File: config.mk
export PLATFORM = sky130hd
export DESIGN_NAME = fifo_probe_gen
export DESIGN_NICKNAME = d
export VERILOG_FILES = /design/src/rtl/fpg_pkg.sv /design/src/rtl/fpg_duty.sv /design/src/rtl/fpg_meta.sv /design/src/rtl/fpg_word.sv /design/src/rtl/fpg_occ.sv /design/src/rtl/fifo_probe_gen.sv
export SDC_FILE = /design/constraint.sdc
export NUM_CORES = 1
export LEC_CHECK = 0
export CAP_MARGIN = 20
export CORE_ASPECT_RATIO = 0.7
export CORE_UTILIZATION = 55
export CTS_CLUSTER_SIZE = 24
export DETAILED_ROUTE_END_ITERATION = 8
export DONT_BUFFER_PORTS = 1
export GPL_ROUTABILITY_DRIVEN = 0
export PLACE_DENSITY_LB_ADDON = 0.3
export SLEW_MARGIN = 20
export SYNTH_ARGS = -nofsm -noshare
export SYNTH_HDL_FRONTEND = slang
export SYNTH_HIERARCHICAL = 1
export SYNTH_SLANG_ARGS = --single-unit
File: constraint.sdc
create_clock -name clk -period 2.3 [get_ports clk]
set_input_delay 0.23 -clock clk [delete_from_list [all_inputs] [get_ports clk]]
set_output_delay 0.23 -clock clk [all_outputs]
set_load 0.02 [all_outputs]
File: src/rtl/fpg_pkg.sv
package fpg_pkg;
   typedef enum logic {
      META_CONSUMED = 1'b0,
      META_FILL     = 1'b1
   } meta_mode_e;

   function automatic int unsigned pct_of(input int unsigned depth, input int unsigned pct);
      return (depth * pct) / 100;
   endfunction
endpackage

File: src/rtl/fpg_duty.sv
module fpg_duty #(
   parameter int unsigned PERIOD = 4,
   parameter int unsigned ON     = 3
) (
   input  logic clk,
   input  logic rst_n,
   input  logic active,
   output logic slot
);
   initial begin : prm
      assert (PERIOD >= 1 && ON >= 1 && ON <= PERIOD)
         else $fatal(1, "fpg_duty: bad PERIOD/ON");
   end

   generate
      if (PERIOD == 1) begin : g_flat
         assign slot = 1'b1;
      end else begin : g_count
         localparam int unsigned PH_W = $clog2(PERIOD);
         localparam logic [PH_W-1:0] LAST  = PH_W'(PERIOD - 1);
         localparam logic [PH_W-1:0] ON_LM = PH_W'(ON - 1);
         logic [PH_W-1:0] phase;

         always_ff @(posedge clk) begin
            if (!rst_n || !active) begin
               phase <= '0;
            end else if (phase == LAST) begin
               phase <= '0;
            end else begin
               phase <= phase + 1'b1;
            end
         end

         assign slot = !active || (phase <= ON_LM);
      end
   endgenerate
endmodule

File: src/rtl/fpg_meta.sv
module fpg_meta #(
   parameter int unsigned META_W = 16,
   parameter int unsigned LVL_W  = 9
) (
   input  logic              clk,
   input  logic              rst_n,
   input  logic              fifo_rd,
   input  logic [LVL_W-1:0]  fifo_level,
   input  fpg_pkg::meta_mode_e mode,
   output logic [META_W-1:0] meta
);
   initial begin : prm
      assert (LVL_W >= 1 && LVL_W <= META_W)
         else $fatal(1, "fpg_meta: level does not fit metadata field");
   end

   logic [META_W-1:0] consumed;
   logic [META_W-1:0] level_ext;

   always_ff @(posedge clk) begin
      if (!rst_n) begin
         consumed <= '0;
      end else if (fifo_rd) begin
         consumed <= consumed + 1'b1;
      end
   end

   generate
      if (LVL_W == META_W) begin : g_same
         assign level_ext = fifo_level;
      end else begin : g_pad
         assign level_ext = {{(META_W - LVL_W){1'b0}}, fifo_level};
      end
   endgenerate

   always_comb begin
      unique case (mode)
         fpg_pkg::META_FILL: meta = level_ext;
         default:            meta = consumed;
      endcase
   end
endmodule

File: src/rtl/fpg_word.sv
module fpg_word #(
   parameter int unsigned DATA_W = 32,
   parameter int unsigned META_W = 16
) (
   input  logic              clk,
   input  logic              rst_n,
   input  logic              fire,
   input  logic [META_W-1:0] meta,
   output logic              wr_en,
   output logic [DATA_W-1:0] wr_data
);
   localparam int unsigned SEQ_W = DATA_W - META_W;
   logic [SEQ_W-1:0] seq;

   always_ff @(posedge clk) begin
      if (!rst_n) begin
         seq     <= '0;
         wr_en   <= 1'b0;
         wr_data <= '0;
      end else begin
         wr_en <= fire;
         if (fire) begin
            wr_data <= {meta, seq};
            seq     <= seq + 1'b1;
         end
      end
   end
endmodule

File: src/rtl/fpg_occ.sv
module fpg_occ #(
   parameter int unsigned DEPTH = 256,
   parameter int unsigned LVL_W = 9
) (
   input  logic [LVL_W-1:0] level,
   output logic             low,
   output logic             high
);
   localparam int unsigned LOW_TH  = fpg_pkg::pct_of(DEPTH, 30);
   localparam int unsigned HIGH_TH = fpg_pkg::pct_of(DEPTH, 70);

   initial begin : prm
      assert (LOW_TH < HIGH_TH && HIGH_TH <= DEPTH)
         else $fatal(1, "fpg_occ: thresholds out of order");
   end

   assign low  = (level <= LVL_W'(LOW_TH));
   assign high = (level >= LVL_W'(HIGH_TH));
endmodule

File: src/rtl/fifo_probe_gen.sv
module fifo_probe_gen #(
   parameter int unsigned DATA_W      = 32,
   parameter int unsigned META_W      = 16,
   parameter int unsigned DEPTH       = 256,
   parameter int unsigned DUTY_PERIOD = 4,
   parameter int unsigned DUTY_ON     = 3,
   localparam int unsigned LVL_W      = $clog2(DEPTH + 1)
) (
   input  logic              clk,
   input  logic              rst_n,
   input  logic              run,
   input  logic              rate_reduce,
   input  logic              stop_on_full,
   input  logic              meta_mode,
   input  logic              fifo_full,
   input  logic              fifo_rd,
   input  logic [LVL_W-1:0]  fifo_level,
   output logic              wr_en,
   output logic [DATA_W-1:0] wr_data,
   output logic              occ_low,
   output logic              occ_high
);
   initial begin : prm
      assert (META_W >= 1 && META_W < DATA_W)
         else $fatal(1, "fifo_probe_gen: META_W must leave room for the sequence");
      assert (DEPTH >= 4)
         else $fatal(1, "fifo_probe_gen: DEPTH too small");
   end

   logic              slot;
   logic              fire;
   logic [META_W-1:0] meta;

   fpg_duty #(.PERIOD(DUTY_PERIOD), .ON(DUTY_ON)) u_duty (
      .clk    (clk),
      .rst_n  (rst_n),
      .active (run && rate_reduce),
      .slot   (slot)
   );

   fpg_meta #(.META_W(META_W), .LVL_W(LVL_W)) u_meta (
      .clk        (clk),
      .rst_n      (rst_n),
      .fifo_rd    (fifo_rd),
      .fifo_level (fifo_level),
      .mode       (fpg_pkg::meta_mode_e'(meta_mode)),
      .meta       (meta)
   );

   assign fire = run && slot && !(stop_on_full && fifo_full);

   fpg_word #(.DATA_W(DATA_W), .META_W(META_W)) u_word (
      .clk     (clk),
      .rst_n   (rst_n),
      .fire    (fire),
      .meta    (meta),
      .wr_en   (wr_en),
      .wr_data (wr_data)
   );

   fpg_occ #(.DEPTH(DEPTH), .LVL_W(LVL_W)) u_occ (
      .level (fifo_level),
      .low   (occ_low),
      .high  (occ_high)
   );
endmodule

* After elaboration in Yosys (flattened, before gate mapping)
Cells that the tools add are included.
** Cells by class
- Add/subtract/negate cells :: 3
- $lt $le $gt $ge :: 3
- Eq/ne operators :: 1
- Muxes and demuxes :: 1
- Reduce and logical (&&, ||, !) cells :: 10
** Operators with widths (number)
- 16-bit by 1-bit adder with 16-bit output (second input constant) :: 2
- 16-bit two-way mux :: 1
- 9-bit by 8-bit greater-or-equal comparator with 1-bit output (second input constant) :: 1
- 9-bit by 7-bit <= comparator with 1-bit output (second input constant) :: 1
- 1-bit logical AND :: 4
- 1-bit logical NOT :: 3
- 2-bit by 1-bit adder with 2-bit output (second input constant) :: 1
- 2-bit equality test (second input constant) :: 1
- 2-bit <= comparator (second input constant) :: 1
- 1-bit logical OR :: 2
- 2-bit OR reduction :: 1
** Word-level totals
- Flip-flop bits (word level) :: 67
- Bits of input ports :: 17
- Output and inout port bits :: 35
- Logic and storage cells :: 23

* Depth between registers and ports, before layout
- Depth in word-level cells :: 5
- Gate-level depth with buffers :: 9
- Gate-level depth less buffers :: 8

* Cells and area by module
The synthesis kept the hierarchy.
** Modules (own cells, without submodules)
- fpg_word :: instances 1, cells an instance 191, area an instance 1889.3 um2, seq. area each 980.9 um2
- fpg_meta :: instances 1, cells an instance 103, area an instance 889.6 um2, seq. area each 320.3 um2
- fpg_duty :: instances 1, cells an instance 6, area an instance 80.1 um2, seq. area each 40.0 um2
- fpg_occ :: instances 1, cells an instance 8, area an instance 48.8 um2, seq. area each 0.0 um2
- fifo_probe_gen :: instances 1, cells an instance 3, area an instance 18.8 um2, seq. area each 0.0 um2

* Worst setup path before layout
Ideal clock, no wire load.
- Kind :: flip-flop to flip-flop
- Start :: reg u_duty.g_count.phase[0]
- End :: reg u_word.seq[14]
- Library setup time :: 70 ps
- Arrival :: 1738 ps
- Required time :: 2230 ps
- Path slack :: 491 ps
- Stages on the path, launching flop included :: 10
- Path buffers :: 1
- Clock period less this slack :: 1809 ps
- Path through :: dfxtp_1 ha_1 nand2_1 nand2_1 a21oi_2 buf_2 and4_1 nand2_1 or4_1 a21oi_1
** On the way
- Cells in the longest elaborated chain, start to end :: 4
** RTL lines
- start: declaration :: RTL line fpg_duty.sv:22 : logic [PH_W-1:0] phase;
- start signal: assignment :: RTL line fpg_duty.sv:30 : phase <= phase + 1'b1;
- 2-bit <= comparator :: RTL line fpg_duty.sv:34 : assign slot = !active || (phase <= ON_LM);
- 1-bit logical OR :: RTL line fpg_duty.sv:34
- via slot :: RTL line fifo_probe_gen.sv:30 : logic slot;
- 1-bit logical AND (2 in a row) :: RTL line fifo_probe_gen.sv:50 : assign fire = run && slot && !(stop_on_full && fifo_full);
- via fire :: RTL line fifo_probe_gen.sv:31 : logic fire;
- end signal: assignment :: RTL line fpg_word.sv:24 : seq <= seq + 1'b1;
- end: declaration :: RTL line fpg_word.sv:13 : logic [SEQ_W-1:0] seq;
The timed path passes the listed nets, and every way through them passes these cells.
A chain may end at the register's enable or synchronous reset.

* Final worst setup path
- Start :: reg u_duty.g_count.phase[0]
- End :: reg u_word.wr_data[5]
** On the way
- Cells in the longest elaborated chain, start to end :: 4
** RTL lines
- 2-bit <= comparator :: RTL line fpg_duty.sv:34
- 1-bit logical OR :: RTL line fpg_duty.sv:34
- via slot :: RTL line fifo_probe_gen.sv:30
- 1-bit logical AND (2 in a row) :: RTL line fifo_probe_gen.sv:50
- via fire :: RTL line fifo_probe_gen.sv:31
- end signal: assignment :: RTL line fpg_word.sv:23 : wr_data <= {meta, seq};
- end: declaration :: RTL line fpg_word.sv:10 : output logic [DATA_W-1:0] wr_data
The timed path passes the listed nets, and every way through them passes these cells.

==> metrics.md <==
| Metric | Value |
|---|---|
| FF+latch count, synth | `67` |
| Worst Path Required | `2540 ps` |
| Post-Syn Area | `2930 µm²` |
| Number of flops mapped to enable cells by yosys | `0` |
| Reg2reg start | `u_duty/g_count.phase[0]$_SDFF_PP0_` |
| CTS buffer count | `9` |
| Clock root buffer | `clkbuf_8` |
| Setup TNS Final | `0 ps` |
| Seq. cell area | `1340 µm²` |
| Net count reported at finish | `328` |
| Post-synth ARST share | `0%` |
| Startpoint class of the critical path | `register` |
| Max frequency | `0.515 GHz` |
| Number of primary I/O pins | `52` |
| Kind of critical path | `register to register` |
| Global route overflow | `0` |
| Clock sink count | `67` |
| Post-CTS resize count | `0` |
| Hold Fails Final Rpt | `0` |
| Slew margin rel. | `54.5%` |
| Postcts setup bufs | `0` |
| DP Area | `2970 µm²` |
| Synth Warn # | `6` |
| Die height | `63.0 µm` |
| Internal | `1.71 mW` |
| CTS tree | `yes` |
| CP max stage delay | `380 ps` |
| Post-synth top area share | `45.8%` |
| Seq pwr share | `53.4%` |
| Crit-path max FO | `27` |
| Status | `finished, final reports clean` |
| Tot GR Track Use | `22.4%` |
| Synth cell types | `37` |
| Vias/cell | `5.66` |
| Max_cap viols | `0` |
| Dpl hpwl | `3890 µm` |
| Hold Crit Start | `rst_n` |
| Crit share post-route | `84.4%` |
| Core Area | `4940 µm²` |
| Drc violations | `0` |
| Seq/Total Area, Yosys | `45.8%` |
| Area grow syn2layout | `8.08%` |
| Ratio of cells with drive above 1 in the final layout | `11.2%` |
| Psw | `537 µW` |
| Sw frac | `23.9%` |
| Synth top area cells | `dfxtp_1 46%, mux2i_1 13%, nor2_1 6.3%, xor2_1 3.3%, mux2_2 3.1%` |
| Final Cell Area | `3160 µm²` |
| Critical path launch point | `u_duty/g_count.phase[0]$_SDFF_PP0_` |
| P_leak | `1.20 nW` |
| Slew @ Worst Pin | `682 ps` |
| Mapped Nets | `331` |
| Commonest non-fill, non-tap cell in the layout | `dfxtp_1` |
| Pwr/cell area | `712 nW/µm²` |
| Floorplan row count | `21` |
| WL/cell | `15.0 µm` |
| Fin crit period | `1940 ps` |
| # diodes | `0` |
| Final Skew | `4.86 ps` |
| Final setup fails | `0` |
| Crit path DAT | `2180 ps` |
| Routed WL | `5720 µm` |
| Initial antenna violation count | `0` |
| Vias | `2161` |
| Area taken by multi-input logic gates | `1480 µm²` |
| Top FF cell, synth | `dfxtp_1` |
| CP cell instances | `ha_1 > nand2_1 > nand2_1 > a21oi_4 > buf_4 > buf_4 > mux2i_1 > nor2_1` |
| Max Slew Vio Count | `0` |
| First-pass GRT wire length | `9380 µm` |
| Worst path top cell family by delay | `buffers and inverters` |
| Number of global-route vias before repair | `2014` |
| FILL cells | `427` |
| Reg clk slew, reported paths | `70 ps` |
| Post-Syn Instances | `311` |
| Syn avg cell area | `9.41 µm²` |
| H-tree levels | `3` |
| Die width | `89.2 µm` |
| First DRT Iteration DRCs | `101` |
| Yosys top cell by area | `dfxtp_1` |
| Effective utilization at floorplan | `59.2%` |
| WP buf/inv | `2` |
| RSZ-0062 raised after global routing | `false` |
| Most frequent cells in the layout | `67 x dfxtp_1, 49 x nor2_1, 39 x mux2i_1` |
| Clk_lat worst skew | `340 ps` |
| Comb pwr share | `5.7%` |
| Clk buf depth | `2` |
| Clock share of power | `41.0%` |
| I/O Buffers | `0` |
| Hold Crit Class | `primary input to register` |
| Drt first pass iters | `5` |
| Slowest CP cell | `buf_4` |
| DRT antenna net count | `0` |
| Critical Path End Type | `register` |
| Largest net degree at the start of global routing | `28` |
| VDD IR max | `0.000405 V` |
| Hold_buf cts | `0` |
| DIE AREA | `5620 µm²` |
sequential cells by signal (all words and copies together) (netlist names):
register	flops
u_word/seq	16
u_duty/g_count.phase	2
u_word/wr_en	1
u_meta/consumed	16
u_word/wr_data	32
path summary, 6_finish.rpt:
path | end | depth (start not counted) | slack, ps
setup / recovery | u_word/wr_data[5]$_SDFFE_PN0P_ | 8 | 360
setup reg to reg | u_word/wr_data[5]$_SDFFE_PN0P_ | 8 | 360
hold / removal | u_word/wr_en$_SDFF_PN0_ | 1 | 20
hold reg to reg | u_meta/consumed[15]$_SDFFE_PN0P_ | 2 | 470
cells by family (layout without fill, tap and decap cells):
kind of cell / Yosys count / after routing / share of synthesized area (%)
AND/OR/NAND/NOR: 127 / 127 / 22.5
multiplexers: 47 / 47 / 16.4
buffers and inverters: 24 / 26 / 3.98
flip-flops: 67 / 67 / 45.8
XOR/XNOR: 14 / 14 / 4.19
AO/OA/AOI/OAI: 29 / 29 / 5.77
adder cells (fa/ha/maj): 3 / 3 / 1.28
Yosys cell counts, drive strengths merged, types with 6 or more instances:
master / number
mux2: 8
nand3: 11
nand4: 12
dfxtp: 67
nand2: 17
mux2i: 39
a21oi: 13
nor4: 6
nor2: 49
xor2: 11
buf: 11
clkbuf: 8
nor2b: 6
o21ai: 8
power groups by stage:
stage | clock [mW] | sequential, mW | combinational [mW]
final | 0.922 | 1.20 | 0.128
after CTS | 0.947 | 1.20 | 0.129
after global routing | 0.998 | 1.20 | 0.141
after global placement | 0 | 1.23 | 0.124
after detailed placement | 0 | 1.23 | 0.129
after floorplan | 0 | 1.22 | 0.111
area by class of cell:
class | count | share of cell area, %
tap | 69 | 2.73
clock buffer | 13 | 5.34
inverter | 5 | 0.593
sequential | 67 | 42.4
multi-input combinational | 220 | 46.7
timing repair buffer | 5 | 1.58
clock inverter | 3 | 0.672
metrics by stage:
stage | instances | setup WS, ps | power (mW) | hold WS (ps) | util [%]
CTS | 382 | 339 | 2.28 | 5.69 | 64.0
floorplan | 311 | 491 | 1.34 | 357 | -
global route | 382 | 197 | 2.34 | 0.345 | 64.0
global placement | 366 | 465 | 1.35 | 373 | 60.2
detailed placement | 366 | 361 | 1.36 | 364 | 60.2
finish | 382 | 359 | 2.25 | 20.7 | 64.0
metal layers:
metal | share of wire [%] | GRT usage (%) | vias up
li1 | - | - | 1086
met4 | 1.5 | 11.7 | 0
met5 | 0 | 0 | -
met3 | 8.2 | 9.38 | 9
met1 | 49 | 30.1 | 997
met2 | 41 | 30.1 | 69
worst reg2reg max path: cells and delay by family (launching register included):
kind	cells	cell delay (ps)
fa+ha+maj	1	210
compound gates	1	140
flops	1	310
simple gates	3	190
buf+inv	2	730
mux	1	250
Power figures use the tool's default switching activity.
